`config.mk`:
```
export PLATFORM = sky130hd
export DESIGN_NAME = srb_bridge
export DESIGN_NICKNAME = d
export VERILOG_FILES = /design/src/rtl/srb_pkg.sv /design/src/rtl/srb_deser.sv /design/src/rtl/srb_ser.sv /design/src/rtl/srb_ctrl.sv /design/src/rtl/srb_bridge.sv
export SDC_FILE = /design/constraint.sdc
export NUM_CORES = 1
export LEC_CHECK = 0
export CORE_MARGIN = 2
export CORE_UTILIZATION = 40
export DETAILED_ROUTE_END_ITERATION = 12
export PLACE_DENSITY = 0.66
export SYNTH_ARGS = -nofsm -noshare
export SYNTH_HDL_FRONTEND = slang
export SYNTH_SLANG_ARGS = --single-unit
```
`constraint.sdc`:
```
create_clock -name clk -period 8.05 [get_ports clk]
set_input_delay 0.805 -clock clk [delete_from_list [all_inputs] [get_ports clk]]
set_output_delay 0.805 -clock clk [all_outputs]
set_load 0.1 [all_outputs]
```
`src/rtl/srb_pkg.sv`:
```
package srb_pkg;
    localparam int ADDR_W   = 17;
    localparam int LANE_W   = 2;
    localparam int HDR_BITS = ADDR_W + 1;
    localparam int HDR_CYC  = HDR_BITS / LANE_W;

    typedef enum logic [2:0] {
        ST_IDLE,
        ST_HDR,
        ST_WDATA,
        ST_RD_STROBE,
        ST_RD_LATCH,
        ST_RD_SHIFT,
        ST_WR_STROBE,
        ST_WR_ACK
    } srb_state_e;
endpackage

```
`src/rtl/srb_deser.sv`:
```
module srb_deser #(
    parameter int W = 18
) (
    input  logic         clk,
    input  logic         arst,
    input  logic         en,
    input  logic [1:0]   lane,
    output logic [W-1:0] q
);
    generate
        if (W % 2 != 0) begin : g_bad_width
            $error("srb_deser width must be even");
        end
    endgenerate

    // New pairs enter at the top so the first pair ends in bits [1:0].
    always_ff @(posedge clk or posedge arst) begin
        if (arst) begin
            q <= '0;
        end else if (en) begin
            q <= {lane, q[W-1:2]};
        end
    end
endmodule

```
`src/rtl/srb_ser.sv`:
```
module srb_ser #(
    parameter int W = 32
) (
    input  logic         clk,
    input  logic         arst,
    input  logic         load,
    input  logic         shift,
    input  logic [W-1:0] din,
    output logic [1:0]   lane
);
    logic [W-1:0] sr;

    always_ff @(posedge clk or posedge arst) begin
        if (arst) begin
            sr <= '0;
        end else if (load) begin
            sr <= din;
        end else if (shift) begin
            sr <= {2'b00, sr[W-1:2]};
        end
    end

    assign lane = sr[1:0];

    // the first pair shown after a load is the lowest pair of the word
    p_first_pair_r5: assert property (@(posedge clk) disable iff (arst)
        load |=> (lane == $past(din[1:0])));
endmodule

```
`src/rtl/srb_ctrl.sv`:
```
module srb_ctrl
    import srb_pkg::*;
#(
    parameter int BEATS = 16
) (
    input  logic clk,
    input  logic arst,
    input  logic req,
    input  logic op_bit,
    output logic hdr_en,
    output logic dat_en,
    output logic rd_stb,
    output logic wr_stb,
    output logic tx_load,
    output logic tx_shift,
    output logic tx_active,
    output logic ack
);
    localparam int MAXC = (HDR_CYC > BEATS) ? HDR_CYC : BEATS;
    localparam int CNT_W = (MAXC > 1) ? $clog2(MAXC) : 1;
    localparam logic [CNT_W-1:0] LAST_HDR  = CNT_W'(HDR_CYC - 1);
    localparam logic [CNT_W-1:0] LAST_BEAT = CNT_W'(BEATS - 1);

    srb_state_e       state, nxt;
    logic [CNT_W-1:0] cnt, cnt_nxt;
    logic             op_q, op_nxt;

    // State register
    always_ff @(posedge clk or posedge arst) begin
        if (arst) begin
            state <= ST_IDLE;
            cnt   <= '0;
            op_q  <= 1'b0;
        end else begin
            state <= nxt;
            cnt   <= cnt_nxt;
            op_q  <= op_nxt;
        end
    end

    // Next state
    always_comb begin
        nxt     = state;
        cnt_nxt = cnt;
        op_nxt  = op_q;
        unique case (state)
            ST_IDLE: begin
                if (req) begin
                    nxt     = ST_HDR;
                    cnt_nxt = CNT_W'(1);
                    op_nxt  = op_bit;
                end
            end
            ST_HDR: begin
                if (!req) begin
                    nxt     = ST_IDLE;
                    cnt_nxt = '0;
                end else if (cnt == LAST_HDR) begin
                    nxt     = op_q ? ST_WDATA : ST_RD_STROBE;
                    cnt_nxt = '0;
                end else begin
                    cnt_nxt = cnt + CNT_W'(1);
                end
            end
            ST_WDATA: begin
                if (!req) begin
                    nxt     = ST_IDLE;
                    cnt_nxt = '0;
                end else if (cnt == LAST_BEAT) begin
                    nxt     = ST_WR_STROBE;
                    cnt_nxt = '0;
                end else begin
                    cnt_nxt = cnt + CNT_W'(1);
                end
            end
            ST_RD_STROBE: nxt = ST_RD_LATCH;
            ST_RD_LATCH: begin
                nxt     = ST_RD_SHIFT;
                cnt_nxt = '0;
            end
            ST_RD_SHIFT: begin
                if (cnt == LAST_BEAT) begin
                    nxt     = ST_IDLE;
                    cnt_nxt = '0;
                end else begin
                    cnt_nxt = cnt + CNT_W'(1);
                end
            end
            ST_WR_STROBE: nxt = ST_WR_ACK;
            ST_WR_ACK:    nxt = ST_IDLE;
            default:      nxt = ST_IDLE;
        endcase
    end

    // Outputs
    always_comb begin
        hdr_en    = req && (state == ST_IDLE || state == ST_HDR);
        dat_en    = req && (state == ST_WDATA);
        rd_stb    = (state == ST_RD_STROBE);
        wr_stb    = (state == ST_WR_STROBE);
        tx_load   = (state == ST_RD_LATCH);
        tx_shift  = (state == ST_RD_SHIFT);
        tx_active = (state == ST_RD_SHIFT);
        ack       = (state == ST_RD_SHIFT) || (state == ST_WR_ACK);
    end

    // Acknowledge run-length counter for the checks below
    logic [CNT_W:0] ack_run;
    always_ff @(posedge clk or posedge arst) begin
        if (arst) begin
            ack_run <= '0;
        end else if (ack) begin
            ack_run <= ack_run + 1'b1;
        end else begin
            ack_run <= '0;
        end
    end

    p_rd_pulse_r3: assert property (@(posedge clk) disable iff (arst)
        rd_stb |=> (!rd_stb && tx_load && !ack));
    p_latch_then_ack_r4: assert property (@(posedge clk) disable iff (arst)
        tx_load |=> ack);
    p_ack_len_r4: assert property (@(posedge clk) disable iff (arst)
        ack_run <= (CNT_W+1)'(BEATS));
    p_wr_ack_next_r7: assert property (@(posedge clk) disable iff (arst)
        wr_stb |=> (ack && !wr_stb));
    p_wr_ack_single_r7: assert property (@(posedge clk) disable iff (arst)
        (state == ST_WR_ACK) |=> !ack);
    p_abort_r8: assert property (@(posedge clk) disable iff (arst)
        ((state == ST_HDR || state == ST_WDATA) && !req) |=> (state == ST_IDLE));
endmodule

```
`src/rtl/srb_bridge.sv`:
```
module srb_bridge
    import srb_pkg::*;
#(
    parameter int DATA_W = 32
) (
    input  logic              clk,
    input  logic              arst,
    input  logic              req_i,
    input  logic [1:0]        sdi_i,
    output logic [1:0]        sdo_o,
    output logic              ack_o,
    output logic [ADDR_W-1:0] reg_addr_o,
    output logic              reg_rd_o,
    output logic              reg_wr_o,
    output logic [DATA_W-1:0] reg_wdata_o,
    input  logic [DATA_W-1:0] reg_rdata_i
);
    localparam int BEATS = DATA_W / LANE_W;

    generate
        if (DATA_W != 32 && DATA_W != 8) begin : g_bad_data_w
            $error("srb_bridge DATA_W must be 32 or 8");
        end
    endgenerate

    logic                hdr_en, dat_en, tx_load, tx_shift, tx_active;
    logic [HDR_BITS-1:0] hdr_q;
    logic [DATA_W-1:0]   dat_q;
    logic [1:0]          tx_lane;

    srb_ctrl #(.BEATS(BEATS)) u_ctrl (
        .clk       (clk),
        .arst      (arst),
        .req       (req_i),
        .op_bit    (sdi_i[0]),
        .hdr_en    (hdr_en),
        .dat_en    (dat_en),
        .rd_stb    (reg_rd_o),
        .wr_stb    (reg_wr_o),
        .tx_load   (tx_load),
        .tx_shift  (tx_shift),
        .tx_active (tx_active),
        .ack       (ack_o)
    );

    srb_deser #(.W(HDR_BITS)) u_hdr (
        .clk  (clk),
        .arst (arst),
        .en   (hdr_en),
        .lane (sdi_i),
        .q    (hdr_q)
    );

    srb_deser #(.W(DATA_W)) u_wdat (
        .clk  (clk),
        .arst (arst),
        .en   (dat_en),
        .lane (sdi_i),
        .q    (dat_q)
    );

    srb_ser #(.W(DATA_W)) u_tx (
        .clk   (clk),
        .arst  (arst),
        .load  (tx_load),
        .shift (tx_shift),
        .din   (reg_rdata_i),
        .lane  (tx_lane)
    );

    assign reg_addr_o  = hdr_q[HDR_BITS-1:1];
    assign reg_wdata_o = dat_q;
    assign sdo_o       = tx_active ? tx_lane : 2'b00;

    p_quiet_r1: assert property (@(posedge clk) disable iff (arst)
        !ack_o |-> (sdo_o == 2'b00));
    p_rd_op_r2: assert property (@(posedge clk) disable iff (arst)
        reg_rd_o |-> !hdr_q[0]);
    p_wr_op_r6: assert property (@(posedge clk) disable iff (arst)
        reg_wr_o |-> hdr_q[0]);
    p_excl_r3: assert property (@(posedge clk) disable iff (arst)
        !(reg_rd_o && reg_wr_o));
endmodule

```
== Word level (Yosys, flattened, before mapping) ==
Cells that the tools add are included.

* Bits of input ports: 37
* Output and inout port bits: 54
* Register bits: 90

* Multiplexer cells: 17
* Equal/unequal tests: 13
* Reductions and logical operators: 10
* Add/subtract/negate cells: 1

{| class="wikitable"
|+ Operators with widths
! operator !! number
|-
| $mux 32 || 2
|-
| $pmux 3 s8 || 1
|-
| $mux 4 || 5
|-
| $pmux 4 s5 || 1
|-
| $mux 3 || 6
|-
| $eq 3x3->1 const B || 4
|-
| $eq 4x4->1 const B || 2
|-
| $eq 3x2->1 const B || 2
|-
| $ne 3x2->1 const B || 2
|-
| $reduce_bool 5->1 || 1
|-
| $add 4x1->4 const B || 1
|-
| $reduce_and 2->1 || 2
|-
| $reduce_and 4->1 || 1
|-
| $eq 3x1->1 const B || 1
|-
| $logic_not 3->1 || 1
|-
| $logic_and 1x1->1 || 2
|-
| $logic_or 1x1->1 || 2
|-
| $mux 2 || 1
|-
| $ne 2x1->1 const B || 1
|-
| $ne 2x2->1 const B || 1
|-
| $reduce_bool 2->1 || 1
|-
| $mux 1 || 1
|}

== Depth between registers and ports, before layout ==
* Depth after elaboration: 4
* Depth in mapped cells: 6
* Mapped depth without buffers: 6

== Cells and area by module ==
From an unflattened synthesis, not the netlist that was laid out.

* Cell total of the unflattened synthesis: 335
* Area total of the unflattened synthesis: 4294.1 µm²

{| class="wikitable"
|+ Modules (own cells, without submodules)
! module !! cells an instance !! area each (µm²) !! times used
|-
| srb_ser || 141 || 1531.5 || 1
|-
| srb_deser at u_wdat || 69 || 1348.8 || 1
|-
| srb_deser at u_hdr || 39 || 725.7 || 1
|-
| srb_ctrl || 84 || 675.6 || 1
|-
| srb_bridge || 2 || 12.5 || 1
|}

== Least setup slack after synthesis ==
OpenSTA, ideal clock, no wires.

* Kind: register to output
* Start: register u_ctrl.state[0]
* End: output port reg_rd_o
* Path slack: 5237 ps
* Data arrival time: 2008 ps
* Cell stages (with the launch flop): 5
* Data required time: 7245 ps
* Cells stage by stage: dfrtp_1 -> buf_2 -> buf_2 -> nand2_1 -> nor2_1

* Longest elaborated chain between the ends: 1

{| class="wikitable"
|+ Ends and longest elaborated chain
! element !! line !! source
|-
| start, declared || srb_ctrl.sv:24 || <nowiki>srb_state_e state, nxt;</nowiki>
|-
| start signal, assigned || srb_ctrl.sv:35 || <nowiki>state <= nxt;</nowiki>
|-
| $eq 3x2->1 || srb_ctrl.sv:99 || <nowiki>rd_stb = (state == ST_RD_STROBE);</nowiki>
|-
| end, declared || srb_bridge.sv:13 || <nowiki>output logic reg_rd_o,</nowiki>
|}

Every way passes these cells.

== Final worst setup path ==
* Start: register u_ctrl.state[0]
* End: output port sdo_o[1]

* Longest elaborated chain between the ends: 2

{| class="wikitable"
|+ Ends and longest elaborated chain
! element !! line !! source
|-
| $eq 3x3->1 || srb_ctrl.sv:103 || <nowiki>tx_active = (state == ST_RD_SHIFT);</nowiki>
|-
| $mux 2 || srb_bridge.sv:73 || <nowiki>assign sdo_o = tx_active ? tx_lane : 2'b00;</nowiki>
|-
| end, declared || srb_bridge.sv:10 || <nowiki>output logic [1:0] sdo_o,</nowiki>
|}

Every way passes these cells.

==> impl_metrics.toml <==
[pwr]
power_density_mw_per_mm2 = 344
switching_share_pct = 44.6
vdd_drop_max_mv = 0.150
power.share.clock_pct = 17.7
p_sw_w = 0.000778
p_int_w = 0.000967
pwr-share-comb_pct = 42.9
power_frac_seq_pct = 39.5
leakage_nw = 2.38

[yosys]
ys_seq_elements = 89
synth_seq_area_share_pct = 56.7
synth-async-reset-ratio_pct = 100
synth_area_leaders = "dfrtp_1 (57%), mux2_2 (13%), mux2i_1 (7.7%), o21ai_0 (4.3%), nand2_1 (3.4%)"
syn-instance-count = 314
synth_ff_type = "dfrtp_1"
synth_area_mm2 = 0.00393
synth_fp_nets = 353
synth_edf_count = 0
syn_avg_cell_area_um2 = 12.5
yosys.area.top_type_share_pct = 56.7
synth_largest_area_cell = "dfrtp_1"
synth-warning-count = 0
yosys.cell_types.count = 42

[job]
maxCapViolations = 0

[global_route]
met3_usage_pct = 4.54
grt_max_degree = 65
grt_pass1_vias = 2494
grtUsageMet2_pct = 21.4
top_usage_layer = "met2"
grt_pass1_wl_mm = 12.1
antenna_found_initial = 0
grt_overflow = 0
grt_use_met1_pct = 20.6
track_usage_pct = 14.6

[timing]
fin_skew_ps = 9.74
slew_violations = 0
timing.slew.headroom_pct = 25.7
setup_slack_ps = 4150
tightest_slew_ps = 1110
timing.final.crit_share_pct = 48.4
setup-tns-final_ps = 0
grt_setup_unrepaired = "false"
fin_crit_ps = 3900
setup_viol = 0
hold_viol = 0
fmax_mhz = 257

[cts]
cts_tree = "yes"
cts-hold-fix-buffers = 0
clk_pin_slew_ps = 90
cts_resized = 0
htree_levels = 3
clockBufferDepth = 2
clkLatencyLatePin_ps = 350
numCtsBuffers = 9
cts_num_sinks = 89
post_cts_buffers = 0
ctsRootBufferMaster = "clkbuf_8"

[place]
dp_hpwl_mm = 5.21
dp_slack_ps = 4540
numPortBuffers = 90
place.gp.congestion = 0.768

[worst_setup_path]
crit_chain = "and3b_1 > and2_1 > clkdlybuf4s50_1"
critPathMaxStageDelay_ps = 1130
cp-start-kind = "flip-flop"
critical-path-slowest-cell = "clkdlybuf4s50_1"
end_kind = "primary output"
critPathRequiredTime_ps = 7240
critical_path_class = "flip-flop to primary output"
cp_data_arrival_time_ps = 3090
cp_max_fo = 46

[outcome]
status = "completed"

[cells_and_area]
nets = 436
multi_input_area_mm2 = 0.00154
syn2layout_area_growth_pct = 29.2
final_cell_mix = "clkdlybuf4s50_1 (90), dfrtp_1 (88), mux2_2 (47)"
antenna_cells = 0
layout-drive-gt1-share_pct = 18.4
n_fill_cell = 882
final_common_cell = "clkdlybuf4s50_1"
register_area_mm2 = 0.00223

[floorplan]
die_w_um = 103
io_pins = 91
coreArea_mm2 = 0.00964
die_y_um = 103
start_util_pct = 40.7
dieArea_mm2 = 0.0106
rows = 36

[detailed_routing]
routedWlPerCell_um = 14.0
drtIter0Drc = 62
vias = 2579
drt-pass1-iter-count = 4
drc_errors = 0
postRouteAntennaNets = 0
wirelength_mm = 7.47
vias_per_cell = 4.82

[hold_path]
hold_path_class = "flip-flop to flip-flop"
## flip-flops by register name, indices dropped and copies added, names as in the netlist
name / count
u_ctrl.state: 3
u_tx.sr: 32
u_wdat.q: 32
u_ctrl.op_q: 1
u_ctrl.cnt: 4
u_hdr.q: 17
## power groups by stage
| stage | registers, W | clock network (W) | logic, W |
|---|---|---|---|
| final | 0.000688 | 0.000309 | 0.000747 |
| after global routing | 0.000710 | 0.000340 | 0.000801 |
| after CTS | 0.000689 | 0.000319 | 0.000755 |
| after detailed placement | 0.000697 | 0 | 0.000755 |
| after global placement | 0.000691 | 0 | 0.000741 |
| after floorplan | 0.000852 | 0 | 0.000432 |
## cell type report
cell class                      count  share of cell area [%]
Sequential cell                    89                    44.0
Multi-Input combinational cell    200                    30.5
Timing Repair Buffer               91                    17.9
Tap cell                          133                    3.28
Clock buffer                        9                    2.44
Clock inverter                      7                    1.48
Inverter                            6                   0.469
## cell usage after synthesis, types with 3 or more instances
cell / n
dfrtp_1: 89
mux2_2: 47
nand2_1: 36
o21ai_0: 34
mux2i_1: 30
buf_2: 10
inv_1: 6
buf_6: 5
nand3_1: 5
nor2_1: 4
and2_1: 3
mux2_1: 3
nand2b_1: 3
## kinds of logic after synthesis
kind of cell	after synthesis	synth area share, %
flops	89	56.7
mux	80	22.0
simple gates	67	8.93
compound gates	50	7.56
buf+inv	25	3.92
fa+ha+maj	2	0.637
xor+xnor	1	0.223
## worst max-delay path, delay by kind of cell, from the launching register on
kind,cells,cell delay [ps]
simple gates,2,490
buf+inv,1,1130
flops,1,1120
## per-layer routing
metal  vias to the layer above  share of wire, %
met4                         0               1.4
met2                        75                43
li1                       1272                 -
met5                         -                 0
met3                        11               6.0
met1                      1221                49
## through the flow
| stage | hold slack (ps) | power [W] | instance area [um2] | std cells | utilization (%) |
|---|---|---|---|---|---|
| after global routing | 512 | 0.00185 | 5070 | 535 | 52.6 |
| final | 487 | 0.00174 | 5070 | 535 | 52.6 |
| after floorplan | 442 | 0.00128 | 3930 | 314 | - |
| after CTS | 490 | 0.00176 | 5070 | 535 | 52.6 |
| after detailed placement | 470 | 0.00145 | 4870 | 519 | 50.5 |
| after global placement | 462 | 0.00143 | 4870 | 519 | 50.5 |
## worst paths after layout
path,startpoint,end,slack [ps],depth (start not counted)
min in group asynchronous,arst,u_tx.sr[11]$_DFFE_PP0P_,870,2
min,u_tx.sr[3]$_DFFE_PP0P_,u_tx.sr[3]$_DFFE_PP0P_,490,2
max in group asynchronous,arst,u_hdr.q[7]$_DFFE_PP0P_,6110,3
min reg2reg,u_tx.sr[3]$_DFFE_PP0P_,u_tx.sr[3]$_DFFE_PP0P_,490,2
max,u_ctrl.state[0]$_DFFE_PP0P_,sdo_o[1],4150,3
max reg2reg,u_ctrl.state[0]$_DFFE_PP0P_,u_wdat.q[15]$_DFFE_PP0P_,5650,3
No activity file was read; power rests on OpenSTA's default activity.
